**src/rtl/card_ctl_pkg.sv**
```systemverilog
package card_ctl_pkg;
  typedef enum logic [1:0] {
    RSEL_NONE   = 2'd0,
    RSEL_LATCH  = 2'd1,
    RSEL_STATUS = 2'd2
  } rsel_e;
endpackage

```
**src/rtl/card_sync.sv**
```systemverilog
module card_sync #(
  parameter int W = 1,
  parameter int STAGES = 2,
  parameter logic [W-1:0] RST_VAL = '0
) (
  input  logic         clk,
  input  logic         arst_n,
  input  logic [W-1:0] d,
  output logic [W-1:0] q
);
  logic [W-1:0] stage [STAGES];

  for (genvar s = 0; s < STAGES; s++) begin : g_stage
    if (s == 0) begin : g_first
      always_ff @(posedge clk or negedge arst_n) begin
        if (!arst_n) stage[s] <= RST_VAL;
        else         stage[s] <= d;
      end
    end else begin : g_next
      always_ff @(posedge clk or negedge arst_n) begin
        if (!arst_n) stage[s] <= RST_VAL;
        else         stage[s] <= stage[s-1];
      end
    end
  end

  assign q = stage[STAGES-1];
endmodule

```
**src/rtl/card_rst_ctl.sv**
```systemverilog
module card_rst_ctl #(
  parameter int STRETCH = 4
) (
  input  logic clk,
  input  logic arst_n,
  input  logic host_ok_n,
  input  logic sw_hit,
  output logic card_rst_n
);
  localparam int CNT_W = $clog2(STRETCH + 1);
  localparam logic [CNT_W-1:0] LOAD = CNT_W'(STRETCH);

  logic [CNT_W-1:0] cnt;
  logic             card_q;

  always_ff @(posedge clk or negedge arst_n) begin
    if (!arst_n) begin
      cnt    <= '0;
      card_q <= 1'b0;
    end else begin
      if (sw_hit)           cnt <= LOAD;
      else if (cnt != '0)   cnt <= cnt - 1'b1;
      card_q <= host_ok_n && (cnt == '0);
    end
  end

  assign card_rst_n = card_q;
endmodule

```
**src/rtl/card_flag_cell.sv**
```systemverilog
module card_flag_cell #(
  parameter bit HAS_STROBE = 1'b1,
  parameter logic RST_VAL = 1'b0
) (
  input  logic clk,
  input  logic arst_n,
  input  logic clr_n,
  input  logic set_n,
  input  logic stb_fall,
  output logic q
);
  localparam logic STB_EN = HAS_STROBE;
  logic load0;

  assign load0 = STB_EN & stb_fall;

  always_ff @(posedge clk or negedge arst_n) begin
    if (!arst_n)     q <= RST_VAL;
    else if (!clr_n) q <= 1'b0;
    else if (!set_n) q <= 1'b1;
    else if (load0)  q <= 1'b0;
  end
endmodule

```
**src/rtl/card_rd_port.sv**
```systemverilog
module card_rd_port
  import card_ctl_pkg::*;
#(
  parameter int ADDR_W = 8,
  parameter int DATA_W = 8,
  parameter logic [ADDR_W-1:0] LATCH_PORT = 8'h40,
  parameter logic [ADDR_W-1:0] STAT_PORT = 8'h78,
  parameter int FLAG_BIT = 1
) (
  input  logic              clk,
  input  logic              arst_n,
  input  logic              io_rd,
  input  logic [ADDR_W-1:0] io_addr,
  input  logic              latch_q,
  input  logic              flag_q,
  output logic              rd_valid,
  output logic [DATA_W-1:0] rd_data
);
  rsel_e             sel;
  logic [DATA_W-1:0] nxt;

  always_comb begin
    sel = RSEL_NONE;
    if (io_rd && io_addr == LATCH_PORT)     sel = RSEL_LATCH;
    else if (io_rd && io_addr == STAT_PORT) sel = RSEL_STATUS;
  end

  always_comb begin
    nxt = '0;
    case (sel)
      RSEL_LATCH:  nxt[0] = latch_q;
      RSEL_STATUS: nxt[FLAG_BIT] = flag_q;
      default:     nxt = '0;
    endcase
  end

  always_ff @(posedge clk or negedge arst_n) begin
    if (!arst_n) begin
      rd_valid <= 1'b0;
      rd_data  <= '0;
    end else begin
      rd_valid <= (sel != RSEL_NONE);
      rd_data  <= nxt;
    end
  end
endmodule

```
**src/rtl/card_ctl.sv**
```systemverilog
module card_ctl #(
  parameter int ADDR_W = 8,
  parameter int DATA_W = 8,
  parameter logic [ADDR_W-1:0] RST_PORT = 8'h40,
  parameter logic [ADDR_W-1:0] STAT_PORT = 8'h78,
  parameter int FLAG_BIT = 1,
  parameter int STRETCH = 4,
  parameter int SYNC_STAGES = 2
) (
  input  logic              clk,
  input  logic              pwr_rst_n,
  input  logic              host_rst_n,
  input  logic [ADDR_W-1:0] io_addr,
  input  logic              io_wr,
  input  logic              io_rd,
  output logic              rd_valid,
  output logic [DATA_W-1:0] rd_data,
  input  logic              srl_set_n,
  input  logic              srl_clr_n,
  input  logic              hs_stb,
  input  logic              hs_req_n,
  output logic              card_rst_n,
  output logic              drv_en
);
  localparam int NSYNC = 5;
  // bit order: host, set, clr, strobe, request; host resets asserted, rest idle high
  localparam logic [NSYNC-1:0] SYNC_RST = 5'b01111;

  logic [NSYNC-1:0] raw, syn;
  logic host_s_n, set_s_n, clr_s_n, stb_s, req_s_n;
  logic stb_d, stb_fall, sw_hit, latch_q, flag_q;

  assign raw = {host_rst_n, srl_set_n, srl_clr_n, hs_stb, hs_req_n};
  assign {host_s_n, set_s_n, clr_s_n, stb_s, req_s_n} = syn;

  card_sync #(.W(NSYNC), .STAGES(SYNC_STAGES), .RST_VAL(SYNC_RST)) u_sync (
    .clk(clk), .arst_n(pwr_rst_n), .d(raw), .q(syn)
  );

  always_ff @(posedge clk or negedge pwr_rst_n) begin
    if (!pwr_rst_n) stb_d <= 1'b1;
    else            stb_d <= stb_s;
  end
  assign stb_fall = stb_d & ~stb_s;

  assign sw_hit = io_wr && (io_addr == RST_PORT);

  card_rst_ctl #(.STRETCH(STRETCH)) u_rst (
    .clk(clk), .arst_n(pwr_rst_n), .host_ok_n(host_s_n),
    .sw_hit(sw_hit), .card_rst_n(card_rst_n)
  );

  card_flag_cell #(.HAS_STROBE(1'b0), .RST_VAL(1'b0)) u_latch (
    .clk(clk), .arst_n(pwr_rst_n), .clr_n(clr_s_n), .set_n(set_s_n),
    .stb_fall(1'b0), .q(latch_q)
  );

  card_flag_cell #(.HAS_STROBE(1'b1), .RST_VAL(1'b0)) u_flag (
    .clk(clk), .arst_n(pwr_rst_n), .clr_n(card_rst_n), .set_n(req_s_n),
    .stb_fall(stb_fall), .q(flag_q)
  );

  assign drv_en = flag_q;

  card_rd_port #(
    .ADDR_W(ADDR_W), .DATA_W(DATA_W), .LATCH_PORT(RST_PORT),
    .STAT_PORT(STAT_PORT), .FLAG_BIT(FLAG_BIT)
  ) u_rd (
    .clk(clk), .arst_n(pwr_rst_n), .io_rd(io_rd), .io_addr(io_addr),
    .latch_q(latch_q), .flag_q(flag_q), .rd_valid(rd_valid), .rd_data(rd_data)
  );
endmodule

```
**config.mk**
```make
export PLATFORM = sky130hd
export DESIGN_NAME = card_ctl
export DESIGN_NICKNAME = d
export VERILOG_FILES = /design/src/rtl/card_ctl_pkg.sv /design/src/rtl/card_sync.sv /design/src/rtl/card_rst_ctl.sv /design/src/rtl/card_flag_cell.sv /design/src/rtl/card_rd_port.sv /design/src/rtl/card_ctl.sv
export SDC_FILE = /design/constraint.sdc
export NUM_CORES = 1
export LEC_CHECK = 0
export ABC_AREA = 1
export BUFFER_PORTS_ARGS = -buffer_cell sky130_fd_sc_hd__clkbuf_2
export CAP_MARGIN = 20
export CORE_MARGIN = 3
export CORE_UTILIZATION = 40
export CTS_CLUSTER_DIAMETER = 60
export DETAILED_ROUTE_END_ITERATION = 7
export MAX_ROUTING_LAYER = met4
export PLACE_DENSITY_LB_ADDON = 0.08
export SETUP_SLACK_MARGIN = 0.3
export SKIP_LAST_GASP = 1
export SYNTH_ARGS = -nofsm -noshare
export SYNTH_HDL_FRONTEND = slang
export SYNTH_SLANG_ARGS = --single-unit
```
**constraint.sdc**
```tcl
create_clock -name clk -period 2.8 [get_ports clk]
set_clock_uncertainty 0.05 [all_clocks]
set_input_delay 0.56 -clock clk [delete_from_list [all_inputs] [get_ports clk]]
set_output_delay 0.56 -clock clk [all_outputs]
set_load 0.005 [all_outputs]
```
==> flow_metrics.tcl <==
set metrics [dict create \
    drive_gt1_share_pct 40.59 \
    cts_setup_buffers 0 \
    crit_cells 1 \
    timing.hold.ws_ps 143.2 \
    worstPathArrival_ps 830 \
    maxSlewViolCount 0 \
    cp_cell_sequence "clkbuf_2" \
    critPathSlowestCell "dfrtp_1" \
    clk_root_buffer_cell "clkbuf_4" \
    vias 524 \
    synth_edf_count 0 \
    postSynthCellCount 77 \
    start_util_pct 44.54 \
    p_per_area_nw_per_um2 689.4 \
    ioPinCount 28 \
    critical_path.top_delay_family "flip-flops" \
    ir_drop_uv 363.9 \
    first_global_vias 482 \
    endpoint "drv_en" \
    hold_class "input pin to asynchronous set/reset pin" \
    final.fill_count 178 \
    postSynthAreaPerCell_um2 10.53 \
    fin_area_um2 947.2 \
    ys_seq_elements 20 \
    cts_tree "built" \
    rows 15 \
    setup_viol 0 \
    critPathKind "register to primary output" \
    reg2reg_to "u_rst.cnt[1]" \
    via_per_inst 4.159 \
    synth.distinct_cells 17 \
    synth_common_cells "inv_1 (13), nand2_1 (13), dfrtp_1 (11), dfstp_2 (9)" \
    antenna_found_initial 0 \
    drc 0 \
    hold_buffers 0 \
    synth_warnings 0 \
    worst-r2r-setup-slack_ps 1590 \
    power_mw 0.6529 \
    antenna_cells 0 \
    dieArea_um2 2603 \
    yosysTopAreaCellShare_pct 33.95 \
    synth_area_um2 810.8 \
    critPathLaunch "u_flag.q" \
    finish.utilization_pct 52.03 \
    netlist_top_cells_area "dfrtp_1 (34%), dfstp_2 (29%), inv_1 (6.0%), nand2_1 (6.0%), buf_4 (5.6%)" \
    fmax_mhz 696.8 \
    rr_startpoint "u_rst.cnt[0]" \
    start_kind "register" \
    grt_pass1_wl_mm 1.807 \
    p_leak_nw 0.4975 \
    crit_buf_inv 1 \
    place_area_um2 920.9 \
    async_reset_ff_share_pct 100.0 \
    finalHoldViolations 0 \
    grt.total_usage_pct 9.719 \
    end_kind "primary output" \
    max_stage_delay_ps 410 \
    fin_nets 121 \
    cts_buffers 3 \
    ant_nets 0 \
    core_um2 1821 \
    wl_per_cell_um 8.603 \
    gp_congestion 0.7790 \
    grt_max_degree 21 \
    drv_cap 0 \
    yosysTopAreaCell "dfrtp_1" \
    die-height_um 51.02 \
    clk_pin_slew_worst_paths_ps 110 \
    overflow 0 \
    drt_iter0_markers 2 \
    fin_crit_ps 1435 \
    port_buffers 21 \
    yosys_most_used_dff "dfrtp_1" \
    r2r_cells 8 \
    period_share_pct 51.25 \
    cts_max_level 1 \
    syn_to_final_growth_pct 16.82 \
    crit_fanout 3 \
    die_x_um 51.02 \
    tns_ps 0 \
    insertion_delay_ps 290 \
    ys_seq_area_share_pct 63.12 \
    status "finished clean" \
    rsz0062_at_grt "no" \
    routed_wl_mm 1.084 \
    clock_path_buffers 2 \
    drtPass1Iterations 2 \
    cts.sinks 20 \
    cp.required_ps 2190 \
    post_cts_resized 0 \
    dp_hpwl_um 833.2 \
]
-- stage by stage --
stage	instances	worst slack [ps]
floorplan	82	1708
global placement	122	1552
detailed placement	122	1547
CTS	126	1340
global route	126	1315
finish	126	1365
-- cells by family (layout without fill, tap and decap cells) --
group / Yosys count / after routing / synth area share (%)
AOI/OAI and AO/OA: 7 / 7 / 5.401
xor gates and xnor gates: 1 / 1 / 1.080
adders and majority gates: 2 / 2 / 3.086
buffers and inverters: 19 / 38 / 11.57
DFF: 20 / 20 / 63.12
other: 1 / 6 / 0.4625
and+or+nand+nor: 27 / 27 / 15.28
-- final cells by class --
type | count | area (µm²) | share of cell area (%)
multi-input cells | 43 | 224.0 | 23.65
flip-flops and latches | 20 | 511.7 | 54.03
inverters | 13 | 48.80 | 5.152
clock buffers | 4 | 26.28 | 2.774
well taps | 25 | 31.28 | 3.303
repair buffers | 21 | 105.1 | 11.10
-- metal layers --
metal | up-vias | track usage, % | part of all wire [%]
met5 | - | - | 0
met4 | 0 | 6.726 | 0.83
met3 | 2 | 1.749 | 11
met2 | 25 | 14.38 | 41
met1 | 232 | 12.03 | 47
li1 | 265 | - | -
-- placed cells by master (no fill, tap or decap), drive strengths merged, types with 2 or more instances in the layout --
master,count
a21boi,2
dfstp,9
a21oi,3
o21ai,2
ha,2
nor2,11
inv,13
nand2,14
dfrtp,11
conb,6
clkbuf,25
-- flip-flops by register name (all words and copies together) (netlist names) --
signal            cells
stb_d                 1
u_flag.q              1
u_latch.q             1
u_rd.rd_data          2
u_rd.rd_valid         1
u_rst.card_rst_n      1
u_rst.cnt             3
u_sync.q              5
u_sync.stage          5
-- how the worst min path moves through the flow --
stage | cells past startpoint | endpoint | slack, ps
global route | 1 | u_sync.stage[9] | 170
CTS | 1 | u_sync.stage[9] | 160
global placement | 0 | u_sync.q[4] | 290
detailed placement | 0 | u_sync.q[4] | 290
floorplan | 0 | u_flag.q | 210
finish | 1 | u_sync.stage[9] | 140
-- power breakdown --
part	internal [mW]	total (mW)	switching, mW
logic	0.0696	0.167	0.0971
clock network	0.0554	0.136	0.0802
registers	0.332	0.351	0.0185
total	0.457	0.653	0.196
Power figures use the tool's default switching activity.
